### src/rtl/wdk_pkg.sv
`timescale 1ns/1ps
package wdk_pkg;
  localparam int WORD_W = 32;
  localparam int NWORD  = 2;
  localparam int CNT_W  = WORD_W * NWORD;
  localparam int ADDR_W = 3;
  localparam int KEY_W  = 16;
  localparam int KEY_LSB = 16;
  localparam int EN_BIT  = 14;
  localparam int ST_LSB  = 12;

  localparam logic [ADDR_W-1:0] A_GCTL = 3'd0;
  localparam logic [ADDR_W-1:0] A_WCTL = 3'd1;
  localparam logic [ADDR_W-1:0] A_CNT0 = 3'd2;
  localparam logic [ADDR_W-1:0] A_PRD0 = 3'd4;

  localparam logic [KEY_W-1:0] KEY_ARM = 16'hA5C6;
  localparam logic [KEY_W-1:0] KEY_SVC = 16'hDA7E;
  localparam logic [3:0]       GCTL_RUN = 4'b1011;

  typedef enum logic [1:0] {
    WS_IDLE = 2'd0,
    WS_PRE  = 2'd1,
    WS_ACT  = 2'd2,
    WS_ARMD = 2'd3
  } wd_state_e;

  function automatic logic is_active(input wd_state_e s);
    return (s == WS_ACT) || (s == WS_ARMD);
  endfunction

  function automatic wd_state_e key_step(input wd_state_e s,
                                         input logic [KEY_W-1:0] k,
                                         input logic en);
    wd_state_e n;
    case (s)
      WS_IDLE: n = (k == KEY_ARM && en) ? WS_PRE : WS_IDLE;
      WS_PRE:  n = (k == KEY_SVC) ? WS_ACT : ((k == KEY_ARM) ? WS_PRE : WS_IDLE);
      WS_ACT:  n = (k == KEY_ARM) ? WS_ARMD : WS_ACT;
      default: n = (k == KEY_SVC) ? WS_ACT : WS_ARMD;
    endcase
    return n;
  endfunction

  function automatic logic key_bad(input wd_state_e s, input logic [KEY_W-1:0] k);
    return is_active(s) && (k != KEY_ARM) && (k != KEY_SVC);
  endfunction

  function automatic logic key_service(input wd_state_e s, input logic [KEY_W-1:0] k);
    return (s == WS_ARMD) && (k == KEY_SVC);
  endfunction
endpackage

### src/rtl/wdk_keyfsm.sv
`timescale 1ns/1ps
module wdk_keyfsm import wdk_pkg::*; (
  input  logic             clk,
  input  logic             rst_n,
  input  logic             key_wr,
  input  logic [KEY_W-1:0] key,
  input  logic             en,
  output wd_state_e        state_q,
  output logic             svc_evt,
  output logic             bad_evt
);
  always_ff @(posedge clk or negedge rst_n) begin
    if (!rst_n)      state_q <= WS_IDLE;
    else if (key_wr) state_q <= key_step(state_q, key, en);
  end

  assign svc_evt = key_wr && key_service(state_q, key);
  assign bad_evt = key_wr && key_bad(state_q, key);
endmodule

### src/rtl/wdk_count64.sv
`timescale 1ns/1ps
module wdk_count64 import wdk_pkg::*; (
  input  logic              clk,
  input  logic              rst_n,
  input  logic              run,
  input  logic              clr,
  input  logic [NWORD-1:0]  cnt_ld,
  input  logic [NWORD-1:0]  prd_ld,
  input  logic [WORD_W-1:0] ld_data,
  output logic [CNT_W-1:0]  cnt_q,
  output logic [CNT_W-1:0]  prd_q,
  output logic              match
);
  logic [CNT_W-1:0] cnt_nx;

  always_comb begin
    cnt_nx = cnt_q;
    if (run) cnt_nx = cnt_q + CNT_W'(1);
    for (int w = 0; w < NWORD; w++) begin
      if (cnt_ld[w]) cnt_nx[w*WORD_W +: WORD_W] = ld_data;
    end
    if (clr) cnt_nx = '0;
  end

  always_ff @(posedge clk or negedge rst_n) begin
    if (!rst_n) cnt_q <= '0;
    else        cnt_q <= cnt_nx;
  end

  for (genvar w = 0; w < NWORD; w++) begin : g_prd
    always_ff @(posedge clk or negedge rst_n) begin
      if (!rst_n)         prd_q[w*WORD_W +: WORD_W] <= '0;
      else if (prd_ld[w]) prd_q[w*WORD_W +: WORD_W] <= ld_data;
    end
  end

  assign match = (cnt_q == prd_q);
endmodule

### src/rtl/wdk_rstgen.sv
`timescale 1ns/1ps
module wdk_rstgen #(
  parameter int HOLD = 16
) (
  input  logic clk,
  input  logic rst_n,
  input  logic fire,
  output logic rst_o
);
  localparam int HW = $clog2(HOLD + 1);
  logic [HW-1:0] hold_q;

  always_ff @(posedge clk or negedge rst_n) begin
    if (!rst_n)            hold_q <= '0;
    else if (fire)         hold_q <= HW'(HOLD);
    else if (hold_q != '0) hold_q <= hold_q - HW'(1);
  end

  assign rst_o = (hold_q != '0);
endmodule

### src/rtl/wdog_keyed.sv
`timescale 1ns/1ps
module wdog_keyed import wdk_pkg::*; #(
  parameter int RST_HOLD = 16
) (
  input  logic              clk,
  input  logic              rst_n,
  input  logic              reg_wr,
  input  logic [ADDR_W-1:0] reg_addr,
  input  logic [WORD_W-1:0] reg_wdata,
  output logic [WORD_W-1:0] reg_rdata,
  output logic              wd_rst_o
);
  wd_state_e        state_q;
  logic             svc_evt, bad_evt, timeout_evt, fire_evt;
  logic             active, key_wr, gctl_try, gctl_we, match;
  logic [3:0]       gctl_q;
  logic [NWORD-1:0] cnt_ld, prd_ld;
  logic [CNT_W-1:0] cnt_q, prd_q;

  assign key_wr   = reg_wr && (reg_addr == A_WCTL);
  assign gctl_try = reg_wr && (reg_addr == A_GCTL);
  assign active   = is_active(state_q);
  assign gctl_we  = gctl_try && !active;

  for (genvar w = 0; w < NWORD; w++) begin : g_dec
    assign cnt_ld[w] = reg_wr && (reg_addr == A_CNT0 + ADDR_W'(w));
    assign prd_ld[w] = reg_wr && (reg_addr == A_PRD0 + ADDR_W'(w));
  end

  always_ff @(posedge clk or negedge rst_n) begin
    if (!rst_n)       gctl_q <= '0;
    else if (gctl_we) gctl_q <= reg_wdata[3:0];
  end

  wdk_keyfsm u_fsm (
    .clk(clk), .rst_n(rst_n), .key_wr(key_wr),
    .key(reg_wdata[KEY_LSB +: KEY_W]), .en(reg_wdata[EN_BIT]),
    .state_q(state_q), .svc_evt(svc_evt), .bad_evt(bad_evt)
  );

  assign timeout_evt = active && match;
  assign fire_evt    = bad_evt || timeout_evt;

  wdk_count64 u_cnt (
    .clk(clk), .rst_n(rst_n), .run(gctl_q == GCTL_RUN),
    .clr(svc_evt || timeout_evt), .cnt_ld(cnt_ld), .prd_ld(prd_ld),
    .ld_data(reg_wdata), .cnt_q(cnt_q), .prd_q(prd_q), .match(match)
  );

  wdk_rstgen #(.HOLD(RST_HOLD)) u_rst (
    .clk(clk), .rst_n(rst_n), .fire(fire_evt), .rst_o(wd_rst_o)
  );

  always_comb begin
    reg_rdata = '0;
    if (reg_addr == A_GCTL) reg_rdata[3:0] = gctl_q;
    if (reg_addr == A_WCTL) begin
      reg_rdata[EN_BIT]        = active;
      reg_rdata[ST_LSB +: 2]   = state_q;
    end
    for (int w = 0; w < NWORD; w++) begin
      if (reg_addr == A_CNT0 + ADDR_W'(w)) reg_rdata = cnt_q[w*WORD_W +: WORD_W];
      if (reg_addr == A_PRD0 + ADDR_W'(w)) reg_rdata = prd_q[w*WORD_W +: WORD_W];
    end
  end
endmodule

### config.mk
export PLATFORM = sky130hd
export DESIGN_NAME = wdog_keyed
export DESIGN_NICKNAME = d
export VERILOG_FILES = /design/src/rtl/wdk_pkg.sv /design/src/rtl/wdk_keyfsm.sv /design/src/rtl/wdk_count64.sv /design/src/rtl/wdk_rstgen.sv /design/src/rtl/wdog_keyed.sv
export SDC_FILE = /design/constraint.sdc
export NUM_CORES = 1
export LEC_CHECK = 0
export BUFFER_PORTS_ARGS = -buffer_cell sky130_fd_sc_hd__buf_2
export CAP_MARGIN = 20
export CORE_AREA = 2 2 134 136
export CTS_BUF_LIST = sky130_fd_sc_hd__clkbuf_8 sky130_fd_sc_hd__clkbuf_16
export DETAILED_ROUTE_END_ITERATION = 6
export DIE_AREA = 0 0 136 138
export HOLD_SLACK_MARGIN = 0.08
export PLACE_DENSITY = 0.75
export SYNTH_ARGS = -nofsm -noshare
export SYNTH_HDL_FRONTEND = slang
export SYNTH_SLANG_ARGS = --single-unit
### constraint.sdc
create_clock -name clk -period 2.1 [get_ports clk]
set_input_delay 0.315 -clock clk [delete_from_list [all_inputs] [get_ports clk]]
set_output_delay 0.315 -clock clk [all_outputs]
set_load 0.05 [all_outputs]
==> results.yml <==
run_status:
  status: "finished with violations"
  violations: "negative setup slack"
die:
  fp.dieW_um: 136
  rows: 49
  die_y_um: 138
  io-pin-count: 71
  initial_core_util_pct: 53.1
  die_area_mm2: 0.0188
  design.core.area_mm2: 0.0175
setup_path:
  crit_fanout: 5
  critPathKind: "register to register"
  slowest_stage: "dfrtp_2"
  reg2reg_depth: 8
  end_kind: "register"
  path_common_cell: "nand4_4"
  worst_setup_path_start_kind: "register"
  cp.required_ps: 2430
  cp.arrival_ps: 2520
  r2r-start: "u_cnt.cnt_q[12]$_DFFE_PN0P_"
  crit_path_max_incr_delay_ps: 430
  worst_r2r_endpoint: "u_cnt.cnt_q[57]$_DFFE_PN0P_"
  crit_chain: "nand4_4 -> buf_6 -> nor3_4 -> nand4_4 -> bufbuf_16 -> or3_1 -> nand3_1 -> a21oi_1"
  reg2reg_slack_ps: -90
pwr:
  switching_share_pct: 39.0
  combPwrFrac_pct: 41.3
  powerDensity_mw_per_mm2: 888
  p_switching_mw: 4.58
  clockPowerShare_pct: 25.2
  peakVddDrop_v: 0.000611
  seq_power_share_pct: 33.5
  total_power_mw: 11.7
  power_leakage_nw: 5.72
  intPower_mw: 7.15
placed_design:
  post-place-cells: 1461
  portBuffers: 70
  place_hpwl_mm: 27.0
  gp_congestion: 1.02
  pre_cts_slack_ps: -298
detailed_routing:
  drt_wl_total_mm: 37.1
  drc_errors: 0
  wl_per_cell_um: 24.3
  drt-initial-drc-count: 1111
  vias: 9700
  routed_via_density: 6.36
  ant_nets: 0
  dr.pass1.iters: 7
synthesis:
  synth_enable_flop_cells: 0
  synth_ff_type: "dfrtp_1"
  syn_inst: 1007
  syn_area_mm2: 0.00932
  yosysWarnings: 0
  syn-num-nets: 1048
  synth-seq-cells: 139
  synthArstFlopShare_pct: 100
  ys_types: 54
  seq_area_frac_synth_pct: 37.3
  synth_area_per_cell_um2: 9.25
grt:
  grt_use_met3_pct: 8.10
  overflow: 0
  antenna_found_initial: 0
  grt_pass1_wl_mm: 55.7
  grt.met1_usage_pct: 52.9
  grt_use_met2_pct: 62.0
  grt_max_degree: 46
  busiest_layer: "met2"
  grt_pass1_vias: 9353
  track_usage_pct: 39.4
clock_tree:
  path_clk_slew_ps: 70
  ctsLongestPathBuffers: 2
  root_buffer: "clkbuf_16"
  cts_buffers: 17
  cts.sinks: 139
  cts_tree: "done"
  clock_latency_ps: 440
  h-tree-depth: 4
min_path:
  hold_start: "reg_wdata[4]"
  min_to: "u_cnt.cnt_q[36]$_DFFE_PN0P_"
  hold_path_class: "primary input to register"
  min_path_cells: 3
layout:
  layout-drive-gt1-share_pct: 41.7
  multi_input_area_mm2: 0.00620
  fill_cells: 1233
  fin_nets: 1324
  seq_area_mm2: 0.00349
  diodes: 0
  area_growth_syn_to_layout_pct: 41.8
  final_core_util_pct: 75.3
  stdcell_count: 1525
job:
  cap_viol_max_count: 0
sta:
  hold_viol: 0
  drv_slew: 0
  fin_tns_setup_ps: -4340
  slew_headroom_pct: 60.8
  grt_setup_unrepaired: "true"
  finalCritPeriodShare_pct: 104
  fmax_ghz: 0.456
  worst_pin_slew_ps: 588
  clock-skew-final_ps: 14.9
  final.setup.worst_slack_ps: -94.1
  setup_viol: 62
  finalCriticalPeriod_ps: 2190
==> critical path, delay by kind of cell (launching register included) <==
family          cells  cell delay [ps]
flops               1              430
buf+inv             2              530
compound gates      1               60
simple gates        5             1070
==> kinds of logic after synthesis <==
group / after synthesis / share of synthesized area, %
AOI/OAI and AO/OA: 128 / 8.89
xor gates and xnor gates: 81 / 7.61
adders and majority gates: 3 / 0.403
buffers and inverters: 92 / 3.91
DFF: 139 / 37.3
muxes: 142 / 16.1
and+or+nand+nor: 422 / 25.7
==> layer usage <==
metal / part of all wire (%) / vias to the layer above
met5: 0 / -
met4: 4.6 / 0
met3: 8.3 / 134
met2: 47 / 575
met1: 40 / 4777
li1: - / 4214
==> power by group through the flow <==
stage	Combinational, mW	Clock (mW)	Sequential (mW)
finish	4.84	2.96	3.93
CTS	4.63	2.95	3.88
global placement	4.39	0	3.88
global route	5.10	3.07	3.98
floorplan	2.55	0	3.74
detailed placement	4.47	0	3.90
==> cell usage after synthesis (4+ instances only) <==
| cell | number | area [µm²] |
|---|---|---|
| nor2_1 | 82 | 308 |
| o22ai_1 | 28 | 175 |
| buf_1 | 10 | 37.5 |
| o2111ai_1 | 6 | 52.6 |
| a21oi_1 | 32 | 160 |
| xnor2_1 | 68 | 596 |
| nand3b_1 | 4 | 30.0 |
| mux2i_1 | 76 | 761 |
| o31a_1 | 4 | 35.0 |
| nor3_2 | 6 | 60.1 |
| nand4_1 | 57 | 357 |
| nor4_1 | 30 | 188 |
| or3_1 | 6 | 37.5 |
| nand2_1 | 44 | 165 |
| and2_1 | 6 | 37.5 |
| nor3_1 | 31 | 155 |
| nand2b_1 | 74 | 463 |
| mux2_2 | 66 | 743 |
| nand3_1 | 32 | 160 |
| a211oi_1 | 20 | 150 |
| nor4b_1 | 4 | 35.0 |
| and4_1 | 5 | 43.8 |
| clkbuf_1 | 44 | 165 |
| nor2b_1 | 7 | 43.8 |
| a22oi_1 | 7 | 52.6 |
| o21ai_0 | 15 | 75.1 |
| xor2_1 | 13 | 114 |
| inv_1 | 23 | 86.3 |
| dfrtp_1 | 139 | 3480 |
| buf_2 | 13 | 65.1 |
| or4_1 | 8 | 60.1 |
| and3_1 | 7 | 43.8 |
==> state kept, by name, summed over array words and instances, names as in the netlist <==
register       flops
gctl_q             4
u_cnt.cnt_q       64
u_cnt.prd_q       64
u_fsm.state_q      2
u_rst.hold_q       5
==> how the worst max path moves through the flow <==
| stage | endpoint | slack (ps) | from |
|---|---|---|---|
| final | u_cnt.cnt_q[57]$_DFFE_PN0P_ | -90 | u_cnt.cnt_q[12]$_DFFE_PN0P_ |
| after global routing | u_cnt.cnt_q[61]$_DFFE_PN0P_ | -140 | u_cnt.cnt_q[5]$_DFFE_PN0P_ |
| after CTS | u_cnt.cnt_q[61]$_DFFE_PN0P_ | -60 | u_cnt.cnt_q[13]$_DFFE_PN0P_ |
| after detailed placement | u_cnt.cnt_q[58]$_DFFE_PN0P_ | -300 | u_cnt.cnt_q[10]$_DFFE_PN0P_ |
| after global placement | u_cnt.cnt_q[48]$_DFFE_PN0P_ | -220 | gctl_q[2]$_DFFE_PN0P_ |
| after floorplan | reg_rdata[20] | -70 | reg_addr[0] |
==> metrics by stage <==
step / hold WS [ps] / cell area [µm²]
6_report: 158 / 13200
5_1_grt: 164 / 13200
4_1_cts: 160 / 12900
3_5_place_dp: 296 / 11900
3_3_place_gp: 293 / 11900
2_1_floorplan: 19.4 / 9730
==> area by class of cell <==
class	count	share of cell area [%]
Multi-Input combinational cell	776	46.9
Tap cell	229	2.17
Inverter	23	0.654
Sequential cell	139	26.5
Timing Repair Buffer	326	19.5
Clock inverter	14	0.928
Clock buffer	18	3.33
==> cell usage in the layout (no fill, tap or decap), drive strengths merged, types with 32 or more instances in the layout <==
master / n
a21oi: 32
buf: 322
dfrtp: 139
mux2: 66
mux2i: 76
nand2: 44
nand2b: 74
nand3: 32
nand4: 61
nor2: 82
nor3: 37
nor4: 32
xnor2: 68
==> what timing repair did <==
item                                   4_1_cts  5_1_grt
pin swaps                                   19       13
setup buffers                               20        7
resized for setup                           61       31
hold buffers                                 1        0
gates cloned                                 2        2
endpoints found under the hold margin       41        0
setup endpoints to repair                   71       73
Note: power is estimated with default switching activity, not from simulation.
